--- config.mk ---
export PLATFORM = sky130hd
export DESIGN_NAME = pin_irq_bank
export DESIGN_NICKNAME = d
export VERILOG_FILES = /design/src/rtl/pin_irq_pkg.sv /design/src/rtl/irq_pin_sync.sv /design/src/rtl/irq_line_detect.sv /design/src/rtl/irq_reg_file.sv /design/src/rtl/pin_irq_bank.sv
export SDC_FILE = /design/constraint.sdc
export NUM_CORES = 1
export LEC_CHECK = 0
export BUFFER_PORTS_ARGS = -buffer_cell sky130_fd_sc_hd__clkbuf_2
export CELL_PAD_IN_SITES_DETAIL_PLACEMENT = 1
export CELL_PAD_IN_SITES_GLOBAL_PLACEMENT = 1
export CORE_UTILIZATION = 52
export CTS_BUF_LIST = sky130_fd_sc_hd__clkbuf_4 sky130_fd_sc_hd__clkbuf_8
export DETAILED_ROUTE_END_ITERATION = 8
export PLACE_DENSITY = 0.94
export SLEW_MARGIN = 10
export SYNTH_ARGS = -nofsm -noshare
export SYNTH_HDL_FRONTEND = slang
export SYNTH_SLANG_ARGS = --single-unit
--- constraint.sdc ---
create_clock -name clk -period 2.6 [get_ports clk]
set_input_delay 0.13 -clock clk [delete_from_list [all_inputs] [get_ports clk]]
set_output_delay 0.13 -clock clk [all_outputs]
set_load 0.03 [all_outputs]
--- src/rtl/pin_irq_pkg.sv ---
package pin_irq_pkg;

    localparam int CFG_BITS     = 4;
    localparam int GROUP_BASE   = 'h200;
    localparam int GROUP_STRIDE = 'h20;
    localparam int OFS_CFG      = 'h00;
    localparam int OFS_EN       = 'h10;
    localparam int OFS_PEND     = 'h14;

    typedef enum logic [CFG_BITS-1:0] {
        TRIG_RISE = 4'd0,
        TRIG_FALL = 4'd1,
        TRIG_HIGH = 4'd2,
        TRIG_LOW  = 4'd3,
        TRIG_BOTH = 4'd4
    } trig_e;

endpackage

--- src/rtl/irq_pin_sync.sv ---
module irq_pin_sync #(
    parameter int W = 32
) (
    input  logic         clk,
    input  logic         rst_n,
    input  logic [W-1:0] din,
    output logic [W-1:0] sync_q,
    output logic [W-1:0] prev_q
);
    logic [W-1:0] meta_q;

    always_ff @(posedge clk) begin
        if (!rst_n) begin
            meta_q <= '0;
            sync_q <= '0;
            prev_q <= '0;
        end else begin
            meta_q <= din;
            sync_q <= meta_q;
            prev_q <= sync_q;
        end
    end
endmodule

--- src/rtl/irq_line_detect.sv ---
module irq_line_detect
    import pin_irq_pkg::*;
(
    input  logic [CFG_BITS-1:0] mode,
    input  logic                now_lvl,
    input  logic                prev_lvl,
    output logic                hit
);
    always_comb begin
        hit = 1'b0;
        case (mode)
            TRIG_RISE: hit = now_lvl & ~prev_lvl;
            TRIG_FALL: hit = ~now_lvl & prev_lvl;
            TRIG_HIGH: hit = now_lvl;
            TRIG_LOW:  hit = ~now_lvl;
            TRIG_BOTH: hit = now_lvl ^ prev_lvl;
            default:   hit = 1'b0;
        endcase
    end
endmodule

--- src/rtl/irq_reg_file.sv ---
module irq_reg_file
    import pin_irq_pkg::*;
#(
    parameter int ADDR_W = 12,
    parameter int BANK   = 0,
    parameter int DATA_W = 32
) (
    input  logic                       clk,
    input  logic                       rst_n,
    input  logic [ADDR_W-1:0]          addr,
    input  logic                       wr,
    input  logic                       rd,
    input  logic [DATA_W-1:0]          wdata,
    input  logic [DATA_W-1:0]          hit,
    output logic [DATA_W*CFG_BITS-1:0] cfg_flat,
    output logic [DATA_W-1:0]          enable_q,
    output logic [DATA_W-1:0]          pend_q,
    output logic [DATA_W-1:0]          rdata
);
    localparam int CFG_WORDS = (DATA_W * CFG_BITS) / DATA_W;
    localparam int WA_W      = ADDR_W - 2;
    localparam int BASE      = GROUP_BASE + BANK * GROUP_STRIDE;
    localparam logic [WA_W-1:0] EN_WA   = WA_W'((BASE + OFS_EN) >> 2);
    localparam logic [WA_W-1:0] PEND_WA = WA_W'((BASE + OFS_PEND) >> 2);

    logic [WA_W-1:0]                  wa;
    logic                             aligned;
    logic [CFG_WORDS-1:0]             cfg_sel;
    logic                             en_sel;
    logic                             pend_sel;
    logic                             mapped;
    logic [CFG_WORDS-1:0][DATA_W-1:0] cfg_q;
    logic [DATA_W-1:0]                clr;
    logic [DATA_W-1:0]                rd_mux;

    assign wa      = addr[ADDR_W-1:2];
    assign aligned = (addr[1:0] == 2'b00);

    for (genvar w = 0; w < CFG_WORDS; w++) begin : g_cfg
        localparam logic [WA_W-1:0] CW = WA_W'((BASE + OFS_CFG + 4 * w) >> 2);
        assign cfg_sel[w] = aligned && (wa == CW);
        assign cfg_flat[w*DATA_W +: DATA_W] = cfg_q[w];
    end

    assign en_sel   = aligned && (wa == EN_WA);
    assign pend_sel = aligned && (wa == PEND_WA);
    assign mapped   = (|cfg_sel) | en_sel | pend_sel;
    assign clr      = (wr && pend_sel) ? wdata : '0;

    always_ff @(posedge clk) begin
        if (!rst_n) begin
            cfg_q    <= '0;
            enable_q <= '0;
            pend_q   <= '0;
        end else begin
            for (int k = 0; k < CFG_WORDS; k++) begin
                if (wr && cfg_sel[k]) cfg_q[k] <= wdata;
            end
            if (wr && en_sel) enable_q <= wdata;
            pend_q <= (pend_q & ~clr) | hit;
        end
    end

    always_comb begin
        rd_mux = '0;
        for (int k = 0; k < CFG_WORDS; k++) begin
            if (cfg_sel[k]) rd_mux = cfg_q[k];
        end
        if (en_sel)   rd_mux = enable_q;
        if (pend_sel) rd_mux = pend_q;
    end

    always_ff @(posedge clk) begin
        if (!rst_n)  rdata <= '0;
        else if (rd) rdata <= rd_mux;
    end

    p_clear_r9: assert property (@(posedge clk) disable iff (!rst_n)
        (wr && pend_sel) |=> ((pend_q & $past(wdata & ~hit)) == '0));

    p_unmapped_zero_r11: assert property (@(posedge clk) disable iff (!rst_n)
        (rd && !mapped) |=> (rdata == '0));

    p_read_hold_r12: assert property (@(posedge clk) disable iff (!rst_n)
        !rd |=> $stable(rdata));
endmodule

--- src/rtl/pin_irq_bank.sv ---
module pin_irq_bank
    import pin_irq_pkg::*;
#(
    parameter int ADDR_W = 12,
    parameter int BANK   = 0,
    parameter int LINES  = 32
) (
    input  logic              clk,
    input  logic              rst_n,
    input  logic [LINES-1:0]  pin_in,
    input  logic [ADDR_W-1:0] bus_addr,
    input  logic              bus_wr,
    input  logic              bus_rd,
    input  logic [31:0]       bus_wdata,
    output logic [31:0]       bus_rdata,
    output logic              irq_out
);
    logic [LINES-1:0]          sync_q;
    logic [LINES-1:0]          prev_q;
    logic [LINES-1:0]          hit;
    logic [LINES*CFG_BITS-1:0] cfg_flat;
    logic [LINES-1:0]          enable_q;
    logic [LINES-1:0]          pend_q;

    irq_pin_sync #(.W(LINES)) u_sync (
        .clk    (clk),
        .rst_n  (rst_n),
        .din    (pin_in),
        .sync_q (sync_q),
        .prev_q (prev_q)
    );

    irq_reg_file #(.ADDR_W(ADDR_W), .BANK(BANK), .DATA_W(LINES)) u_regs (
        .clk      (clk),
        .rst_n    (rst_n),
        .addr     (bus_addr),
        .wr       (bus_wr),
        .rd       (bus_rd),
        .wdata    (bus_wdata),
        .hit      (hit),
        .cfg_flat (cfg_flat),
        .enable_q (enable_q),
        .pend_q   (pend_q),
        .rdata    (bus_rdata)
    );

    for (genvar i = 0; i < LINES; i++) begin : g_line
        logic [CFG_BITS-1:0] mode;
        assign mode = cfg_flat[i*CFG_BITS +: CFG_BITS];

        irq_line_detect u_det (
            .mode     (mode),
            .now_lvl  (sync_q[i]),
            .prev_lvl (prev_q[i]),
            .hit      (hit[i])
        );

        p_event_wins_r9: assert property (@(posedge clk) disable iff (!rst_n)
            hit[i] |=> pend_q[i]);

        p_reserved_quiet_r8: assert property (@(posedge clk) disable iff (!rst_n)
            ((mode > 4'd4) && !pend_q[i]) |=> !pend_q[i]);
    end

    always_ff @(posedge clk) begin
        if (!rst_n) irq_out <= 1'b0;
        else        irq_out <= |(pend_q & enable_q);
    end

    p_irq_follow_r10: assert property (@(posedge clk) disable iff (!rst_n)
        irq_out == $past(|(pend_q & enable_q)));
endmodule

# --- Word-level counts from Yosys, hierarchy flattened ---
# Cells that the tools add are included.
word_totals:
  regBits: 321
  out_inout_bits: 33
classes:
  eq_ne: 134
  muxes: 39
  n_bitwise: 164
  reduce_logical: 46
op_table:
  columns: ["cell", "n"]
  rows:
  - ["$eq 4x2->1 const B", 64]
  - ["$mux 32", 7]
  - ["$pmux 1 s5", 32]
  - ["$eq 4x1->1 const B", 32]
  - ["$eq 4x3->1 const B", 32]
  - ["$logic_not 4->1", 32]
  - ["$and 1x1->1", 64]
  - ["$and 32x32->32", 2]
  - ["$not 1->1", 64]
  - ["$eq 10x8->1 const B", 6]
  - ["$not 32->32", 1]
  - ["$or 32x32->32", 1]
  - ["$reduce_or 32->1", 1]
  - ["$xor 1x1->1", 32]
  - ["$logic_and 1x1->1", 12]
  - ["$logic_not 2->1", 1]

# --- Logic depth before layout (Yosys ltp) ---
depth:
  ltp_word: 8
  depth_mapped: 7
  mapped_depth_nobuf: 6

# --- Cells and area by module ---
# A second synthesis with hierarchy kept.
hier_totals:
  cells_unflattened: 1669
  hier_area_um2: 15632.5
by_module_without_submodules:
  columns: ["mod", "n_inst", "cells_per_inst", "area_per_inst_um2", "seq_area_each_um2"]
  rows:
  - ["irq_reg_file", 1, 1061, 9924.5, 4484.3]
  - ["irq_line_detect", 32, 12, 91.3, 0.0]
  - ["irq_pin_sync", 1, 202, 2603.7, 1921.8]
  - ["pin_irq_bank", 1, 22, 181.4, 20.0]

# --- Least setup slack after synthesis ---
# Ideal clock, no wire load.
synth_path:
  kind: "input-to-reg"
  start: "in bus_addr[11]"
  end: "reg u_regs.cfg_q, in the netlist u_regs.cfg_flat[65]"
  setup_ns: 0.116
  arrival_time_ns: 1.733
  t_required_ns: 2.484
  path_slack_ns: 0.750
  path_stages: 7
  n_path_buf: 3
  cell_sequence: "or4_4 -> buf_6 -> or4_1 -> buf_2 -> buf_6 -> nand2_1 -> a21boi_1"
synth_between:
  elab_chain_cells: 3
synth_lines:
  columns: ["element", "line", "text"]
  rows:
  - ["start: declaration", "pin_irq_bank.sv:11", "input logic [ADDR_W-1:0] bus_addr,"]
  - ["$eq 10x8->1", "irq_reg_file.sv:41", "assign cfg_sel[w] = aligned && (wa == CW);"]
  - ["$logic_and 1x1->1", "irq_reg_file.sv:41", null]
  - ["$logic_and 1x1->1", "irq_reg_file.sv:57", "if (wr && cfg_sel[k]) cfg_q[k] <= wdata;"]
  - ["end signal: indexed assignment", "irq_reg_file.sv:57", null]
  - ["end: declaration", "irq_reg_file.sv:32", "logic [CFG_WORDS-1:0][DATA_W-1:0] cfg_q;"]
# No other way between the ends.
# A chain may end at the register's enable or synchronous reset.

# --- Worst setup path in the final report ---
layout_path:
  start: "in bus_addr[11]"
  end: "reg u_regs.cfg_q, in the netlist u_regs.cfg_flat[116]"
# The elaborated chain is that of the path after synthesis.

==> impl_metrics.env <==
export IMPL_clk_pin_slew_worst_paths_ns=0.07
export IMPL_vias_per_cell=6.51
export IMPL_grt_use_met3=0.0892
export IMPL_grt_pass1_wl_um=97700
export IMPL_slowest_delay_ns=0.69
export IMPL_critPathKind="primary input to register"
export IMPL_worst_r2r_path_depth=5
export IMPL_dieArea_um2=30800
export IMPL_synth_edff_count=0
export IMPL_p_per_area_nw_per_um2=601
export IMPL_syn_area_um2=15700
export IMPL_syn_avg_cell_area_um2=8.71
export IMPL_max_freq_mhz=466
export IMPL_grt_total_usage=0.412
export IMPL_n_antenna_cell=0
export IMPL_fin_skew_ns=0.0287
export IMPL_wl_per_cell_um=26.8
export IMPL_r2r_start="u_sync.sync_q[5]"
export IMPL_grt_max_degree=132
export IMPL_relSlewSlack=0.587
export IMPL_tightest_slew_ns=0.617
export IMPL_crit_buf_inv=3
export IMPL_synthFlopType="dfxtp_1"
export IMPL_num_io_pins=113
export IMPL_run_status="complete, no violations"
export IMPL_min_path_type="primary input to register"
export IMPL_die_height_um=176
export IMPL_postCtsSetupBuffers=0
export IMPL_die_w_um=176
export IMPL_htreeDepth=2
export IMPL_gp_congestion=0.859
export IMPL_postRouteAntennaNets=0
export IMPL_synth_area_top_cells="dfxtp_1 (41%), nand2_1 (10%), a21boi_1 (6.0%), ha_1 (5.1%), and2_1 (3.8%)"
export IMPL_antenna_found_initial=2
export IMPL_placed_cells=2210
export IMPL_cts_tree="done"
export IMPL_maxCapViolCount=0
export IMPL_synthesis_nets=1942
export IMPL_synth_most_common_cell="nand2_1"
export IMPL_vias=15505
export IMPL_cp_startpoint="bus_addr[11]"
export IMPL_yosysSeqAreaShare=0.410
export IMPL_cpLargestDelayFamily="simple AND/OR/NAND/NOR gates"
export IMPL_fin_util=0.621
export IMPL_synthCells=1798
export IMPL_grt_pass1_vias=16923
export IMPL_min_period_ns=2.15
export IMPL_drive_gt1_frac=0.143
export IMPL_hold_depth=3
export IMPL_slowest_stage="or4_4"
export IMPL_yosysWarnings=0
export IMPL_start_util=0.528
export IMPL_dpl_cell_area_um2=16500
export IMPL_clock_latency_ns=0.63
export IMPL_timing_critical_path_to_type="register"
export IMPL_finalCritPeriodShare=0.825
export IMPL_p_sw_frac=0.257
export IMPL_final_setup_tns_ns=0
export IMPL_power_leakage_nw=6.69
export IMPL_core_area_um2=29600
export IMPL_rsz0062_at_grt="false"
export IMPL_r2r_end="u_regs.pend_q[5]"
export IMPL_clockRootBuffer="clkbuf_8"
export IMPL_ff2ff_setup_slack_ns=0.81
export IMPL_synth_seq_cells=321
export IMPL_path_depth=7
export IMPL_async_flop_share=0
export IMPL_cp_data_arrival_time_ns=2.66
export IMPL_nFillCells=3437
export IMPL_use_met1=0.451
export IMPL_worstSetupEndpoint="u_regs.cfg_flat[116]"
export IMPL_overflow=0
export IMPL_yosysUniqueCellTypes=38
export IMPL_cp_required_ns=3.11
export IMPL_area_delta_synth_final_pct=17.5
export IMPL_cp_max_fo=32
export IMPL_power_frac_clock=0.468
export IMPL_io_buffers=112
export IMPL_synth_top_area_cell="dfxtp_1"
export IMPL_start_kind="primary input"
export IMPL_clk_path_buf_depth=3
export IMPL_top_usage_layer="met2"
export IMPL_grt_util_met2=0.710
export IMPL_irDropWorstVdd_uv=410
export IMPL_instances_no_fill=2382
export IMPL_seq_power_share=0.461
export IMPL_cts_sinks=321
export IMPL_drc=0
export IMPL_numCtsBuffers=55
export IMPL_setup_violations=0
export IMPL_crit_chain="clkbuf_2, or4_4, or4_1, buf_4, nand2_1, a21boi_1, dlygate4sd3_1"
export IMPL_intPower_mw=8.21
export IMPL_slew_viol_final=0
export IMPL_combPwrFrac=0.071
export IMPL_drtIter0Drc=1430
export IMPL_wl_um=63800
export IMPL_rows=63
export IMPL_layout_nets=2095
export IMPL_synthTopCellsByCount="nand2_1 (418), dfxtp_1 (321), a21boi_1 (125), and2_1 (96), inv_1 (96)"
export IMPL_totalPowerFinal_mw=11.1
export IMPL_hold_violations=0
export IMPL_first_pass_iters=6
export IMPL_switching_power_mw=2.85
export IMPL_synth_top_area_share=0.410
export IMPL_final_area_um2=18400
export IMPL_hpwl_um=34300
[final cells by class]
cell class,count,area (µm²),area share
clock buffer,92,1140,0.0620
clock inverter,6,68.8,0.00374
inverter,96,360,0.0196
multi-input combinational,1262,8300,0.451
sequential,321,6430,0.349
tap,390,488,0.0265
timing repair buffer,215,1620,0.0878
[how the worst min path moves through the flow]
| stage | startpoint | endpoint |
|---|---|---|
| floorplan | pin_in[0] | u_sync.meta_q[0] |
| global placement | pin_in[5] | u_sync.meta_q[5] |
| detailed placement | pin_in[2] | u_sync.meta_q[2] |
| CTS | bus_rd | u_regs.rdata[24] |
| global route | pin_in[31] | u_sync.meta_q[31] |
| finish | pin_in[21] | u_sync.meta_q[21] |
[state kept, by name, summed over array words and instances (netlist names)]
signal	count
u_sync.sync_q	32
u_regs.pend_q	32
u_sync.meta_q	32
u_regs.enable_q	32
u_regs.rdata	32
irq_out	1
u_sync.prev_q	32
u_regs.cfg_flat	128
[power by group through the flow]
stage,Sequential [mW],Clock (mW),Combinational (mW)
after floorplan,5.15,0,0.385
after global placement,5.18,0,0.602
after detailed placement,5.19,0,0.634
after CTS,5.08,5.07,0.737
after global routing,5.09,5.39,0.820
final,5.09,5.18,0.785
[repair_timing]
| item | CTS | global route |
|---|---|---|
| endpoints found under the hold margin | 242 | 0 |
| hold buffers | 74 | 0 |
| gates resized for setup | 0 | 0 |
[logic make-up (layout without fill, tap and decap cells)]
| kind of cell | after synthesis | after routing | share of synthesized area |
|---|---|---|---|
| fa+ha+maj | 64 | 64 | 0.0511 |
| buf+inv | 215 | 409 | 0.0608 |
| compound gates | 433 | 433 | 0.221 |
| simple gates | 701 | 701 | 0.213 |
| flops | 321 | 321 | 0.410 |
| mux | 64 | 64 | 0.0435 |
[per-stage QoR]
| stage | worst slack (ns) | hold slack [ns] |
|---|---|---|
| after global routing | 0.403 | 0.275 |
| after CTS | 0.594 | 0.242 |
| after floorplan | 0.750 | 0.257 |
| final | 0.454 | 0.265 |
| after global placement | 0.491 | 0.335 |
| after detailed placement | 0.390 | 0.342 |
[worst reg2reg max path, delay by kind of cell, from the launching register on]
family | cells | cell delay (ns)
flip-flops | 1 | 0.49
buffers and inverters | 1 | 0.11
adder cells (fa/ha/maj) | 1 | 0.19
AO/OA/AOI/OAI | 2 | 0.64
multiplexers | 1 | 0.27
[routing by layer]
layer	vias to the layer above	wire [µm]
met2	1062	30500
met1	7535	22700
met3	386	5890
met4	2	4710
met5	-	9
li1	6520	-
[placed cells by master, fill, tap and decap left out, types with 35 or more instances in the layout]
master | Yosys | layout
a22oi_1 | 47 | 47
nand2b_1 | 64 | 64
dlygate4sd3_1 | 0 | 74
o2bb2ai_1 | 64 | 64
dfxtp_1 | 321 | 321
a21boi_0 | 35 | 35
inv_1 | 96 | 96
a21boi_1 | 125 | 125
clkbuf_8 | 0 | 72
nand2_1 | 418 | 418
and2_1 | 96 | 96
clkbuf_2 | 0 | 110
ha_1 | 64 | 64
Note: power is estimated with default switching activity, not from simulation.
